<file path="config.mk">
export PLATFORM = sky130hd
export DESIGN_NAME = dec_field_addsub
export DESIGN_NICKNAME = d
export VERILOG_FILES = /design/src/rtl/qbd_pkg.sv /design/src/rtl/qbd_field_mem.sv /design/src/rtl/qbd_digit_add.sv /design/src/rtl/dec_field_addsub.sv
export SDC_FILE = /design/constraint.sdc
export NUM_CORES = 1
export LEC_CHECK = 0
export ABC_CLOCK_PERIOD_IN_PS = 6680
export BUFFER_PORTS_ARGS = -buffer_cell sky130_fd_sc_hd__buf_2
export CAP_MARGIN = 10
export CORE_UTILIZATION = 25
export DETAILED_ROUTE_END_ITERATION = 10
export PLACE_DENSITY = 0.43
export SLEW_MARGIN = 20
export SYNTH_ARGS = -nofsm -noshare
export SYNTH_HDL_FRONTEND = slang
export SYNTH_HIERARCHICAL = 1
export SYNTH_SLANG_ARGS = --single-unit
</file>
<file path="constraint.sdc">
create_clock -name clk -period 6.68 [get_ports clk]
set_clock_uncertainty 0.1 [all_clocks]
set_input_delay 1.002 -clock clk [delete_from_list [all_inputs] [get_ports clk]]
set_output_delay 1.002 -clock clk [all_outputs]
set_load 0.01 [all_outputs]
</file>
<file path="src/rtl/qbd_pkg.sv">
// Shared types and helpers for the decimal field sequencer.
// Assumes 4-bit digit codes with zero stored as 1010.
package qbd_pkg;
    localparam int CODE_W  = 4;
    localparam int CELL_W  = 6;
    localparam int WM_BIT  = 5;
    localparam int NEG_BIT = 4;
    localparam logic [CODE_W-1:0] ZERO_CODE = 4'b1010;

    // One-hot even part (index k means value 2k) and one-hot odd bit
    typedef struct packed {
        logic [4:0] q;
        logic [1:0] b;
    } qb_t;

    typedef enum logic [2:0] {
        S_IDLE, S_SIGN, S_ADD_LOOP, S_RECOMP1, S_RECOMP2, S_DONE
    } seq_state_t;

    // Map any 4-bit code to a valid split digit (1010->0, 11..15 -> 3..7)
    function automatic qb_t code_to_qb(input logic [CODE_W-1:0] code);
        logic [3:0] v;
        qb_t r;
        if (code == ZERO_CODE)  v = 4'd0;
        else if (code > 4'd10)  v = code - 4'd8;
        else                    v = code;
        r.q = 5'b00001 << v[3:1];
        r.b = v[0] ? 2'b10 : 2'b01;
        return r;
    endfunction

    // Nines' complement in split form: swap odd bit, mirror even part
    function automatic qb_t qb_nines(input qb_t x);
        qb_t r;
        r.b = {x.b[0], x.b[1]};
        for (int k = 0; k < 5; k++) r.q[k] = x.q[4-k];
        return r;
    endfunction

    // Recombine a split digit into a code, zero written as 1010
    function automatic logic [CODE_W-1:0] qb_to_code(input qb_t x);
        logic [3:0] v;
        v = 4'd0;
        for (int k = 0; k < 5; k++)
            if (x.q[k]) v = v | 4'(2 * k);
        v = v | {3'b000, x.b[1]};
        return (v == 4'd0) ? ZERO_CODE : v;
    endfunction
endpackage

</file>
<file path="src/rtl/qbd_field_mem.sv">
// Digit cell memory: one synchronous write port, three combinational
// read ports. No reset; contents are defined by the loader.
module qbd_field_mem #(
    parameter int ADDR_W = 6,
    parameter int W      = 6
) (
    input  logic              clk,
    input  logic              we,
    input  logic [ADDR_W-1:0] waddr,
    input  logic [W-1:0]      wdata,
    input  logic [ADDR_W-1:0] ra_a,
    output logic [W-1:0]      rd_a,
    input  logic [ADDR_W-1:0] ra_b,
    output logic [W-1:0]      rd_b,
    input  logic [ADDR_W-1:0] ra_x,
    output logic [W-1:0]      rd_x
);
    localparam int DEPTH = 1 << ADDR_W;
    logic [W-1:0] cells [DEPTH];

    // Store one cell per cycle
    always_ff @(posedge clk) begin
        if (we) cells[waddr] <= wdata;
    end

    assign rd_a = cells[ra_a];
    assign rd_b = cells[ra_b];
    assign rd_x = cells[ra_x];
endmodule

</file>
<file path="src/rtl/qbd_digit_add.sv">
// One-digit qui-binary adder with optional nines' complement of the
// first operand and a validity check on the recombined sum.
// Purely combinational; assumes nothing about input code ranges.
module qbd_digit_add
    import qbd_pkg::*;
(
    input  logic [CODE_W-1:0] a_code,
    input  logic [CODE_W-1:0] b_code,
    input  logic              comp,
    input  logic              cin,
    output logic [CODE_W-1:0] sum_code,
    output logic              cout,
    output logic              fault
);
    qb_t        a_qb, b_qb, res;
    logic [4:0] qsum;
    logic       qcarry;
    logic [1:0] odd_tot;

    assign a_qb = comp ? qb_nines(code_to_qb(a_code)) : code_to_qb(a_code);
    assign b_qb = code_to_qb(b_code);

    // Even-part matrix: every pair of set lines drives its sum line
    always_comb begin
        qsum   = '0;
        qcarry = 1'b0;
        for (int i = 0; i < 5; i++) begin
            for (int j = 0; j < 5; j++) begin
                qsum[(i + j) % 5] = qsum[(i + j) % 5] | (a_qb.q[i] & b_qb.q[j]);
                if (i + j >= 5) qcarry = qcarry | (a_qb.q[i] & b_qb.q[j]);
            end
        end
    end

    assign odd_tot = 2'(a_qb.b[1]) + 2'(b_qb.b[1]) + 2'(cin);

    // Odd-bit carry moves the even part up one step (8 wraps to 0)
    always_comb begin
        res.b = odd_tot[0] ? 2'b10 : 2'b01;
        res.q = odd_tot[1] ? {qsum[3:0], qsum[4]} : qsum;
    end

    assign cout     = qcarry | (odd_tot[1] & qsum[4]);
    assign fault    = ($countones(res.q) != 1) || ($countones(res.b) != 1);
    assign sum_code = qb_to_code(res);
endmodule

</file>
<file path="src/rtl/dec_field_addsub.sv">
// Digit-serial signed decimal field add/subtract over an internal cell
// memory. Result overwrites the B field. Assumes each field has a word
// mark within the memory and that the host loads only while idle.
module dec_field_addsub
    import qbd_pkg::*;
#(
    parameter int ADDR_W = 6
) (
    input  logic              clk,
    input  logic              rst_n,
    input  logic              start,
    input  logic              op_sub,
    input  logic [ADDR_W-1:0] a_start,
    input  logic [ADDR_W-1:0] b_start,
    output logic              busy,
    output logic              done,
    output logic              error,
    input  logic              ld_we,
    input  logic [ADDR_W-1:0] ld_addr,
    input  logic [CELL_W-1:0] ld_data,
    input  logic [ADDR_W-1:0] rd_addr,
    output logic [CELL_W-1:0] rd_data
);
    seq_state_t        state;
    logic [ADDR_W-1:0] a_ptr, b_ptr, unit_ptr;
    logic              op_q, comp, rsign, carry, a_end, err_q;
    logic [CELL_W-1:0] cell_a, cell_b, wr_cell;
    logic [CODE_W-1:0] add_a, add_b, sum_code;
    logic              add_comp, add_cin, add_cout, add_fault;
    logic              walking, seq_we, mem_we;
    logic [ADDR_W-1:0] mem_waddr;
    logic [CELL_W-1:0] mem_wdata;

    assign walking = (state == S_ADD_LOOP) || (state == S_RECOMP1) || (state == S_RECOMP2);

    // Select digit-adder operands for the current pass
    always_comb begin
        add_a    = cell_b[CODE_W-1:0];
        add_b    = ZERO_CODE;
        add_comp = 1'b0;
        add_cin  = carry;
        case (state)
            S_ADD_LOOP: begin
                add_a    = a_end ? ZERO_CODE : cell_a[CODE_W-1:0];
                add_b    = cell_b[CODE_W-1:0];
                add_comp = comp;
            end
            S_RECOMP1: begin
                add_comp = 1'b1;
                add_cin  = 1'b0;
            end
            default: ;
        endcase
    end

    qbd_digit_add u_add (
        .a_code(add_a), .b_code(add_b), .comp(add_comp), .cin(add_cin),
        .sum_code(sum_code), .cout(add_cout), .fault(add_fault)
    );

    // Result cell keeps the word mark; minus flag only on the units cell
    assign wr_cell   = {cell_b[WM_BIT], (b_ptr == unit_ptr) & rsign, sum_code};
    assign seq_we    = walking & ~add_fault;
    assign mem_we    = seq_we | (ld_we & (state == S_IDLE));
    assign mem_waddr = seq_we ? b_ptr : ld_addr;
    assign mem_wdata = seq_we ? wr_cell : ld_data;

    qbd_field_mem #(.ADDR_W(ADDR_W), .W(CELL_W)) u_mem (
        .clk(clk), .we(mem_we), .waddr(mem_waddr), .wdata(mem_wdata),
        .ra_a(a_ptr), .rd_a(cell_a), .ra_b(b_ptr), .rd_b(cell_b),
        .ra_x(rd_addr), .rd_x(rd_data)
    );

    // Sequencer: sign decision, digit loop, two correction passes
    always_ff @(posedge clk) begin
        if (!rst_n) begin
            state    <= S_IDLE;
            a_ptr    <= '0;
            b_ptr    <= '0;
            unit_ptr <= '0;
            op_q     <= 1'b0;
            comp     <= 1'b0;
            rsign    <= 1'b0;
            carry    <= 1'b0;
            a_end    <= 1'b0;
            err_q    <= 1'b0;
        end else begin
            case (state)
                S_IDLE: if (start) begin
                    a_ptr    <= a_start;
                    b_ptr    <= b_start;
                    unit_ptr <= b_start;
                    op_q     <= op_sub;
                    err_q    <= 1'b0;
                    state    <= S_SIGN;
                end
                S_SIGN: begin
                    comp  <= op_q ^ cell_a[NEG_BIT] ^ cell_b[NEG_BIT];
                    carry <= op_q ^ cell_a[NEG_BIT] ^ cell_b[NEG_BIT];
                    rsign <= cell_b[NEG_BIT];
                    a_end <= 1'b0;
                    state <= S_ADD_LOOP;
                end
                S_ADD_LOOP: begin
                    if (add_fault) begin
                        err_q <= 1'b1;
                        state <= S_DONE;
                    end else begin
                        carry <= add_cout;
                        a_end <= a_end | cell_a[WM_BIT];
                        if (cell_b[WM_BIT]) begin
                            if (comp && !add_cout) begin
                                rsign <= ~rsign;
                                state <= S_RECOMP1;
                            end else begin
                                state <= S_DONE;
                            end
                        end else begin
                            a_ptr <= a_ptr - 1'b1;
                            b_ptr <= b_ptr - 1'b1;
                        end
                    end
                end
                S_RECOMP1: begin
                    if (add_fault) begin
                        err_q <= 1'b1;
                        state <= S_DONE;
                    end else if (b_ptr == unit_ptr) begin
                        carry <= 1'b1;
                        state <= S_RECOMP2;
                    end else begin
                        b_ptr <= b_ptr + 1'b1;
                    end
                end
                S_RECOMP2: begin
                    if (add_fault) begin
                        err_q <= 1'b1;
                        state <= S_DONE;
                    end else begin
                        carry <= add_cout;
                        if (cell_b[WM_BIT]) state <= S_DONE;
                        else                b_ptr <= b_ptr - 1'b1;
                    end
                end
                default: state <= S_IDLE;
            endcase
        end
    end

    assign busy  = walking | (state == S_SIGN);
    assign done  = (state == S_DONE);
    assign error = err_q;
endmodule

</file>
==> impl_summary.log, run 1 <==
[metrics] CTS H-tree lvls: 2
[metrics] number of nets in the final layout: ~1900
[metrics] number of global-route vias before repair: approximately 17000
[metrics] number of slew-limit violations in the final report: 0
[metrics] Warnings, synthesis: 6
[metrics] failing checks: negative setup slack
[metrics] worst-case reg-to-reg path depth: 25
[metrics] xor-xnor portion of the synthesized cell area: 0.6196%
[metrics] number of detailed-routing iterations run before antenna repair: 5
[metrics] dominant combinational cell family by area after synthesis: multiplexers
[metrics] setup slack of the most critical reg-to-reg path: -1 ps
[metrics] Routed WL per cell: 29.73 µm
[metrics] Post-Synth Simple-Gate Area: about 7.3%
[metrics] number of synthesized flops with an enable pin: roughly 380
[metrics] Num CTS Buffers: 50
[metrics] chip height: between 300 and 400 µm
[metrics] slowest library cell on the worst path: fa_1
[metrics] maximum single-stage delay on the critical path: approximately 540 ps
[metrics] VDD IR-drop max: roughly 0.59 mV
[metrics] register cell area after layout: between 10000 and 15000 µm²
[metrics] antenna-violating nets left: 0
[metrics] starting density of the core: 25.38%
[metrics] setup repair after global routing missed its margin: true
[metrics] clock latency of the later-clocked register in the worst-skew pair: just over 600 ps
[metrics] initial antenna violation count: 6
[metrics] main flop type after synthesis: edfxtp_1
[metrics] crit path to: u_mem/cells[7][0]$_DFFE_PP_
[metrics] worst flop-to-flop path endpoint: u_mem/cells[7][0]$_DFFE_PP_
[metrics] gpl congestion: 0.9076
[metrics] GRT Util Overall: a little under a fifth
[metrics] Clock transition at path regs: 60 ps
[metrics] PwrDens: between 400 and 500 nW/µm²
[metrics] area occupied by multi-input gates: about 12000 µm²
[metrics] worst setup path startpoint: b_ptr[0]$_SDFFE_PN0P_
[metrics] PortBufs: 43
[metrics] growth of design area from synthesis to finish: 30.64%
[metrics] TritonCTS clock tree: built
[metrics] leakage power of the design: 9.988 nW
[metrics] number of core rows: around 110
[metrics] Unique masters post-synth: 86
[metrics] Clock Tree Buf Depth: 3
[metrics] number of synthesized register bits: between 400 and 500
[metrics] CP Depth: 25
[metrics] max-cap check violation count: 0
[metrics] first-pass GRT wire length: about 130 mm
[metrics] arrival time reported for the critical path endpoint: 6840 ps
[metrics] proportion of layout cells with a drive suffix above 1: 48.00%
[metrics] Worst R2R Start: b_ptr[0]$_SDFFE_PN0P_
[metrics] iteration-0 DRC count of the detailed router: a little over 2000
[metrics] total number of vias: between 15000 and 20000
[metrics] share of synthesized area occupied by flip-flops and latches: between 50% and 60%
[metrics] final setup violation count: 2
[metrics] Final Total Pwr: roughly 15 mW
[metrics] Post-Syn Area per Cell: 15.46 µm²
[metrics] grt total ovfl: 0
[metrics] Post-route DRC: 0
[metrics] proportion of synthesized area in mux cells: ~30%
[metrics] combined buffer and inverter count along the critical path: 6
[metrics] worst rel slew slack: ~45%
[metrics] quantity of hold-fixing buffers added after cts: 0
[metrics] critical path required time: approximately 6800 ps
[metrics] per-cell via count in the routed design: between 5 and 6
[metrics] post-route fraction of the period consumed by the critical path: 100.0%
[metrics] Core Box Area: 93890 µm²
[metrics] fin util: 33.15%
[metrics] Hold WC Path Type: register to register
[metrics] kind of critical path: register to register
[metrics] final hold vios: 0
[metrics] worst slew pin tran: slightly above 800 ps
[metrics] maximum number of pins on one net before global-route repair: 65
[metrics] total I/O pin count: between 40 and 50
[metrics] synthesized cell area: approximately 24000 µm²
[metrics] startpoint type of the worst setup path: register
[metrics] overall die area: just under 100000 µm²
[metrics] endpoint kind of the worst setup timing path: register
[metrics] worst-path fanout max: 8
[metrics] count of fill cells added during filler insertion: 9200
[metrics] detailed-placement wirelength estimate: approximately 67 mm
[metrics] run status: finished, violations left
[metrics] Syn Inst Count: about 1500
[metrics] area fraction in compound gates after synthesis: roughly 8.2%
[metrics] clock tree sinks: roughly 400
[metrics] Fmax achieved: 0.1497 GHz
[metrics] syn_nets: about 1600
[metrics] worst setup timing slack at the placement stage: -479.5 ps
[metrics] FFs w/ async S/R, synth: 0%
[metrics] wire length reported by the detailed router: approximately 93 mm
[metrics] x dimension of the die: 310.7 µm
[metrics] Top delay family on crit path: simple AND/OR/NAND/NOR gates
[metrics] adder-cell share of the synthesized area: 0.6511%
[metrics] post-route worst setup slack: -1.329 ps
[metrics] Tmin final: about 6700 ps
[metrics] clock root buffer master: clkbuf_16
==> what timing repair did <==
action,4_1_cts,5_1_grt
pin swaps,23,38
buffers inserted,28,12
gates resized for setup,89,116
endpoints found under the setup margin,616,384
gates cloned,3,0
==> tightest hold or removal path: stages, from the launching register on <==
cell and delay [ps]:
dfxtp_1 310, nand2_1 50, mux2i_1 50
==> how the worst min path moves through the flow <==
stage / start / end / slack (ps) / depth (start not counted)
finish: carry$_SDFFE_PN0P_ / carry$_SDFFE_PN0P_ / 370 / 2
global placement: carry$_SDFFE_PN0P_ / carry$_SDFFE_PN0P_ / 340 / 2
global route: unit_ptr[5]$_SDFFE_PN0P_ / unit_ptr[5]$_SDFFE_PN0P_ / 400 / 2
floorplan: carry$_SDFFE_PN0P_ / carry$_SDFFE_PN0P_ / 330 / 2
CTS: carry$_SDFFE_PN0P_ / carry$_SDFFE_PN0P_ / 370 / 2
detailed placement: carry$_SDFFE_PN0P_ / carry$_SDFFE_PN0P_ / 360 / 2
==> state kept, by name, indices dropped and copies added, names as in the netlist <==
register	count
error	1
unit_ptr	6
rsign	1
op_q	1
b_ptr	6
state	3
comp	1
u_mem/cells	384
carry	1
a_end	1
a_ptr	6
==> cells in the mapped netlist, types with 6 or more instances <==
master    number  area, µm²
xnor2_1        6      52.55
nor2_1       110      412.9
inv_1         16      60.06
or2_2          8      50.05
mux2i_1       31      310.3
a21oi_1       50      250.2
buf_2         33      165.2
or3_1          8      50.05
nand2b_1      23      143.9
nand2_1       89      334.1
nor3_1        17      85.08
o22ai_1       46      287.8
nand4_1        9      56.30
xor2_1         9      78.83
buf_4         12      90.09
a22o_1        10      87.58
edfxtp_1     384      11530
a22oi_1       19      142.6
mux4_2       266       5991
o31ai_1        7      52.55
a211oi_1       6      45.04
dfxtp_1       27      540.5
o32ai_1        7      61.31
buf_6         12      135.1
mux4_1        21      551.8
ha_1           6      75.07
nand3b_1       7      52.55
o211ai_1       8      60.06
clkbuf_1      59      221.5
o21ai_0       27      135.1
o221ai_1      28      245.2
nor2b_1       24      150.1
a31oi_1       15      93.84
nand3_1       35      175.2
mux2_2        11      123.9
==> cell usage in the layout (no fill, tap or decap), drive strengths merged, types with 6 or more instances in the layout <==
master	synthesis	routed
nor2	111	111
nand2b	25	25
o221ai	28	28
o21a	6	6
nand3b	7	7
o32ai	8	8
a21oi	50	50
a211oi	7	7
or3	8	8
mux2	14	14
o22ai	46	46
bufinv	0	6
buf	66	366
o31ai	7	7
a31oi	15	15
ha	6	6
or2	9	9
xnor2	7	7
nor3b	6	6
o211ai	8	8
nand3	35	35
dfxtp	27	27
nor2b	25	25
xor2	9	9
clkinv	1	19
a22oi	19	19
inv	17	19
mux2i	31	31
o21ai	29	29
mux4	287	287
nand2	89	89
nand4	9	9
edfxtp	384	384
a22o	10	10
clkbuf	59	61
nor3	17	17
==> layout make-up <==
class | count | share of cell area [%]
clock inverter | 30 | 1.013
antenna | 1 | 0.008039
inverter | 18 | 0.2251
sequential | 411 | 38.84
timing repair buffer | 366 | 12.23
tap | 1254 | 5.040
clock buffer | 61 | 4.285
multi-input combinational | 987 | 38.36
==> power by group <==
part           internal (mW)  switching, mW
logic                   3.72           4.68
registers               3.47          0.154
clock network           1.65           1.12
total                   8.84           5.96
==> per-layer routing <==
layer | up-vias | track usage, % | part of all wire, %
li1 | 7112 | - | -
met1 | 9101 | 26.60 | 42
met2 | 827 | 30.23 | 47
met3 | 137 | 3.479 | 7.8
met4 | 6 | 5.609 | 3.1
met5 | - | 0 | 0.045
==> cell families after synthesis <==
logic type	after synthesis
simple gates	355
xor+xnor	16
flops	411
fa+ha+maj	10
compound gates	274
mux	332
buf+inv	143
==> metrics by stage <==
| step | hold slack (ps) | area, µm² | std cells | TNS [ps] |
|---|---|---|---|---|
| after global placement | 344.9 | 28160 | 2996 | -150790 |
| after detailed placement | 361.4 | 28160 | 2996 | -154190 |
| final | 367.5 | 31130 | 3128 | -2.330 |
| after global routing | 400.1 | 31130 | 3127 | -29170 |
| after CTS | 369.5 | 30500 | 3116 | 0 |
| after floorplan | 330.2 | 24250 | 1541 | -804.7 |
Note: power is estimated with default switching activity, not from simulation.
==> inputs of run 2 (changes only) <==
CORE_UTILIZATION = 58   (was 25)
PLACE_DENSITY = 0.8   (was 0.43)
==> run 2 against run 1 <==
Net effect: design area fell by 5.2%; non-clock buffer count fell by 61; first-iteration DRC count rose by 75%; sequential cell count did not move; setup slack got worse by 210 ps; sequential share of layout area rose by 2.2 points; fmax fell by 3.0%; total power fell by 2.2%; the flow still finishes with violations (negative setup slack); sequential power rose by 2%; critical path type unchanged; clock-buffer cell count fell by 11; critical path depth rose by 2.
==> impl_summary.log, run 2 (synthesis results as in run 1) <==
[metrics] run status: finished, violations left
[metrics] failing checks: negative setup slack
[metrics] arrival time reported for the critical path endpoint: 7080 ps (+240 ps)
[metrics] Tmin final: 6888 ps (+207.0 ps)
[metrics] antenna-violating nets left: 0 (unchanged)
[metrics] starting density of the core: 59.43% (+34 points)
[metrics] combined buffer and inverter count along the critical path: 8 (+2)
[metrics] growth of design area from synthesis to finish: 23.80%
[metrics] final setup violation count: 384 (+382)
[metrics] iteration-0 DRC count of the detailed router: 3585 (+75%)
[metrics] initial antenna violation count: 4 (-2)
[metrics] PwrDens: 490.3 nW/µm² (+3.2%)
[metrics] met2 global-route usage: 58.90% (+29 points)
[metrics] final hold vios: 0 (unchanged)
[metrics] number of core rows: 73 (-35%)
[metrics] Clock Tree Buf Depth: 3 (unchanged)
[metrics] final cell area excluding filler cells: 29500 µm² (-5.2%)
[metrics] flip-flop count of the largest register, all copies and words added: 384 (unchanged)
[metrics] Routed WL per cell: 34.99 µm (+18%)
[metrics] Num CTS Buffers: 46 (-8.0%)
[metrics] diode insertion count for antenna repair: 0 (-1)
[metrics] worst hold slack: 368.0 ps (+0.4230 ps)
[metrics] VDD IR-drop max: 0.6211 mV (+5.4%)
[metrics] GRT met1 Usage: 51.13% (+25 points)
[metrics] total I/O pin count: 44 (unchanged)
[metrics] proportion of layout cells with a drive suffix above 1: 46.84% (-1.2 points)
[metrics] chip height: 204.7 µm (-34%)
[metrics] maximum number of pins on one net before global-route repair: 65 (unchanged)
[metrics] GRT Util Overall: 38.89% (+20 points)
[metrics] Top delay family on crit path: simple AND/OR/NAND/NOR gates
[metrics] endpoint kind of the worst setup timing path: register
[metrics] number of nets in the final layout: 1814 (-3.5%)
[metrics] post-route worst setup slack: -208.3 ps (-207.0 ps)
[metrics] Core Box Area: 40100 µm² (-57%)
[metrics] kind of critical path: register to register
[metrics] largest reg by FF count: u_mem/cells
[metrics] gr busiest metal: met2
[metrics] worst-case reg-to-reg path depth: 27 (+8.0%)
[metrics] post-route fraction of the period consumed by the critical path: 103.1% (+3.1 points)
[metrics] Post-route DRC: 0 (unchanged)
[metrics] first-pass GRT wire length: 116.4 mm (-12%)
[metrics] gpl congestion: 1.015 (+12%)
[metrics] clock root buffer master: clkbuf_16
[metrics] worst rel slew slack: 31.52% (-13 points)
[metrics] post-placement cell area: 26660 µm² (-5.3%)
[metrics] register cell area after layout: 12090 µm² (about the same)
[metrics] Clock transition at path regs: 60 ps (about the same)
[metrics] number of global-route vias before repair: 17500 (+1.4%)
[metrics] clock latency of the later-clocked register in the worst-skew pair: 600 ps (-20 ps)
[metrics] max-cap check violation count: 0 (unchanged)
[metrics] Fmax achieved: 0.1452 GHz (-3.0%)
[metrics] number of slew-limit violations in the final report: 0 (unchanged)
[metrics] wire length reported by the detailed router: 81.49 mm (-12%)
[metrics] CP Depth: 27 (+8.0%)
[metrics] x dimension of the die: 204.7 µm (-34%)
[metrics] slowest library cell on the worst path: mux4_2
[metrics] setup repair after global routing missed its margin: true
[metrics] leakage power of the design: 9.587 nW (-4.0%)
[metrics] PortBufs: 43 (unchanged)
[metrics] overall die area: 41900 µm² (-57%)
[metrics] TritonCTS clock tree: built
[metrics] startpoint type of the worst setup path: register
[metrics] number of detailed-routing iterations run before antenna repair: 8 (+3)
[metrics] Most common cell on crit path: buf_6
[metrics] maximum single-stage delay on the critical path: 520 ps (-20 ps)
[metrics] CTS H-tree lvls: 2 (unchanged)
[metrics] count of fill cells added during filler insertion: 2324 (-75%)
[metrics] per-cell via count in the routed design: 7.794 (+42%)
[metrics] most frequent standard cell in the layout excluding fill and tap cells: edfxtp_1
[metrics] met3 demand-to-capacity share in global routing: 11.98% (+8.5 points)
[metrics] commonest non-fill, non-tap cells in the layout: edfxtp_1, mux4_2, buf_4
[metrics] detailed-placement wirelength estimate: 54.56 mm (-19%)
[metrics] area occupied by multi-input gates: 11970 µm² (+0.24%)
[metrics] grt total ovfl: 0 (unchanged)
[metrics] total number of vias: 18150 (+5.6%)
[metrics] clock tree sinks: 411 (unchanged)
[metrics] Hold WC Path Type: register to register
[metrics] quantity of hold-fixing buffers added after cts: 0 (unchanged)
[metrics] worst-path fanout max: 16 (+8)
[metrics] worst slew pin tran: 1023 ps (+195.9 ps)
[metrics] Min-Delay Path Depth: 2 (unchanged)
[metrics] critical path required time: 6870 ps (+30 ps)
run 2: cell count changes in the layout (fill, tap and decap cells not counted), sizes merged:
cell      before  now
clkinvlp       4    3
clkbuf        61   52
clkinv        19   23
bufinv         6    7
inv           19   18
buf          366  303
diode          1    0
run 2: power by group:
group | internal [mW] | leakage [nW] | switching [mW]
Clock | 1.54 | 0.747 | 1.08
Sequential | 3.48 | 3.68 | 0.218
Combinational | 3.56 | 5.16 | 4.58
run 2: repair_timing:
action | in CTS | in global routing
setup buffers | 9 | 25
pin swaps | 12 | 44
cloned | 0 | 2
gates resized for setup | 53 | 177
endpoints found under the setup margin | 384 | 433
run 2: final cells by class:
| type | count | area share [%] |
|---|---|---|
| clock buffer | 50 | 3.953 |
| clock inverter | 33 | 1.264 |
| inverter | 18 | 0.2418 |
| multi-input combinational | 987 | 40.58 |
| sequential | 411 | 40.99 |
| tap | 525 | 2.227 |
| timing repair buffer | 305 | 10.74 |
run 2: per-layer routing:
metal  vias up  part of all wire [%]
met4         6                   6.6
met3       410                    15
li1       6963                     -
met1      8895                    32
met2      1878                    46
met5         -                 0.056
run 2: path summary, 6_finish.rpt:
kind | startpoint | slack (ps) | to
max reg2reg | b_ptr[0]$_SDFFE_PN0P_ | -210 | u_mem/cells[31][4]$_DFFE_PP_
min reg2reg | unit_ptr[2]$_SDFFE_PN0P_ | 370 | unit_ptr[2]$_SDFFE_PN0P_
min | unit_ptr[2]$_SDFFE_PN0P_ | 370 | unit_ptr[2]$_SDFFE_PN0P_
max | b_ptr[0]$_SDFFE_PN0P_ | -210 | u_mem/cells[31][4]$_DFFE_PP_
run 2: worst min-delay path, delay by kind of cell (launching register included):
family / cells / cell delay [ps]
flops: 1 / 310
compound gates: 1 / 50
simple gates: 1 / 50
run 2: metrics by stage:
stage                     setup WS [ps]  power (mW)  instances  utilization [%]  setup TNS [ps]
after floorplan                  -17.19       7.808       1541                -          -804.7
after global placement           -106.7       10.26       2210            66.49          -15000
after detailed placement         -193.2       10.39       2210            66.49          -42090
after CTS                        -38.61       13.28       2302            71.02           -1518
after global routing             -303.9       14.81       2329            73.57          -94690
final                            -208.3       14.46       2329            73.57          -53020
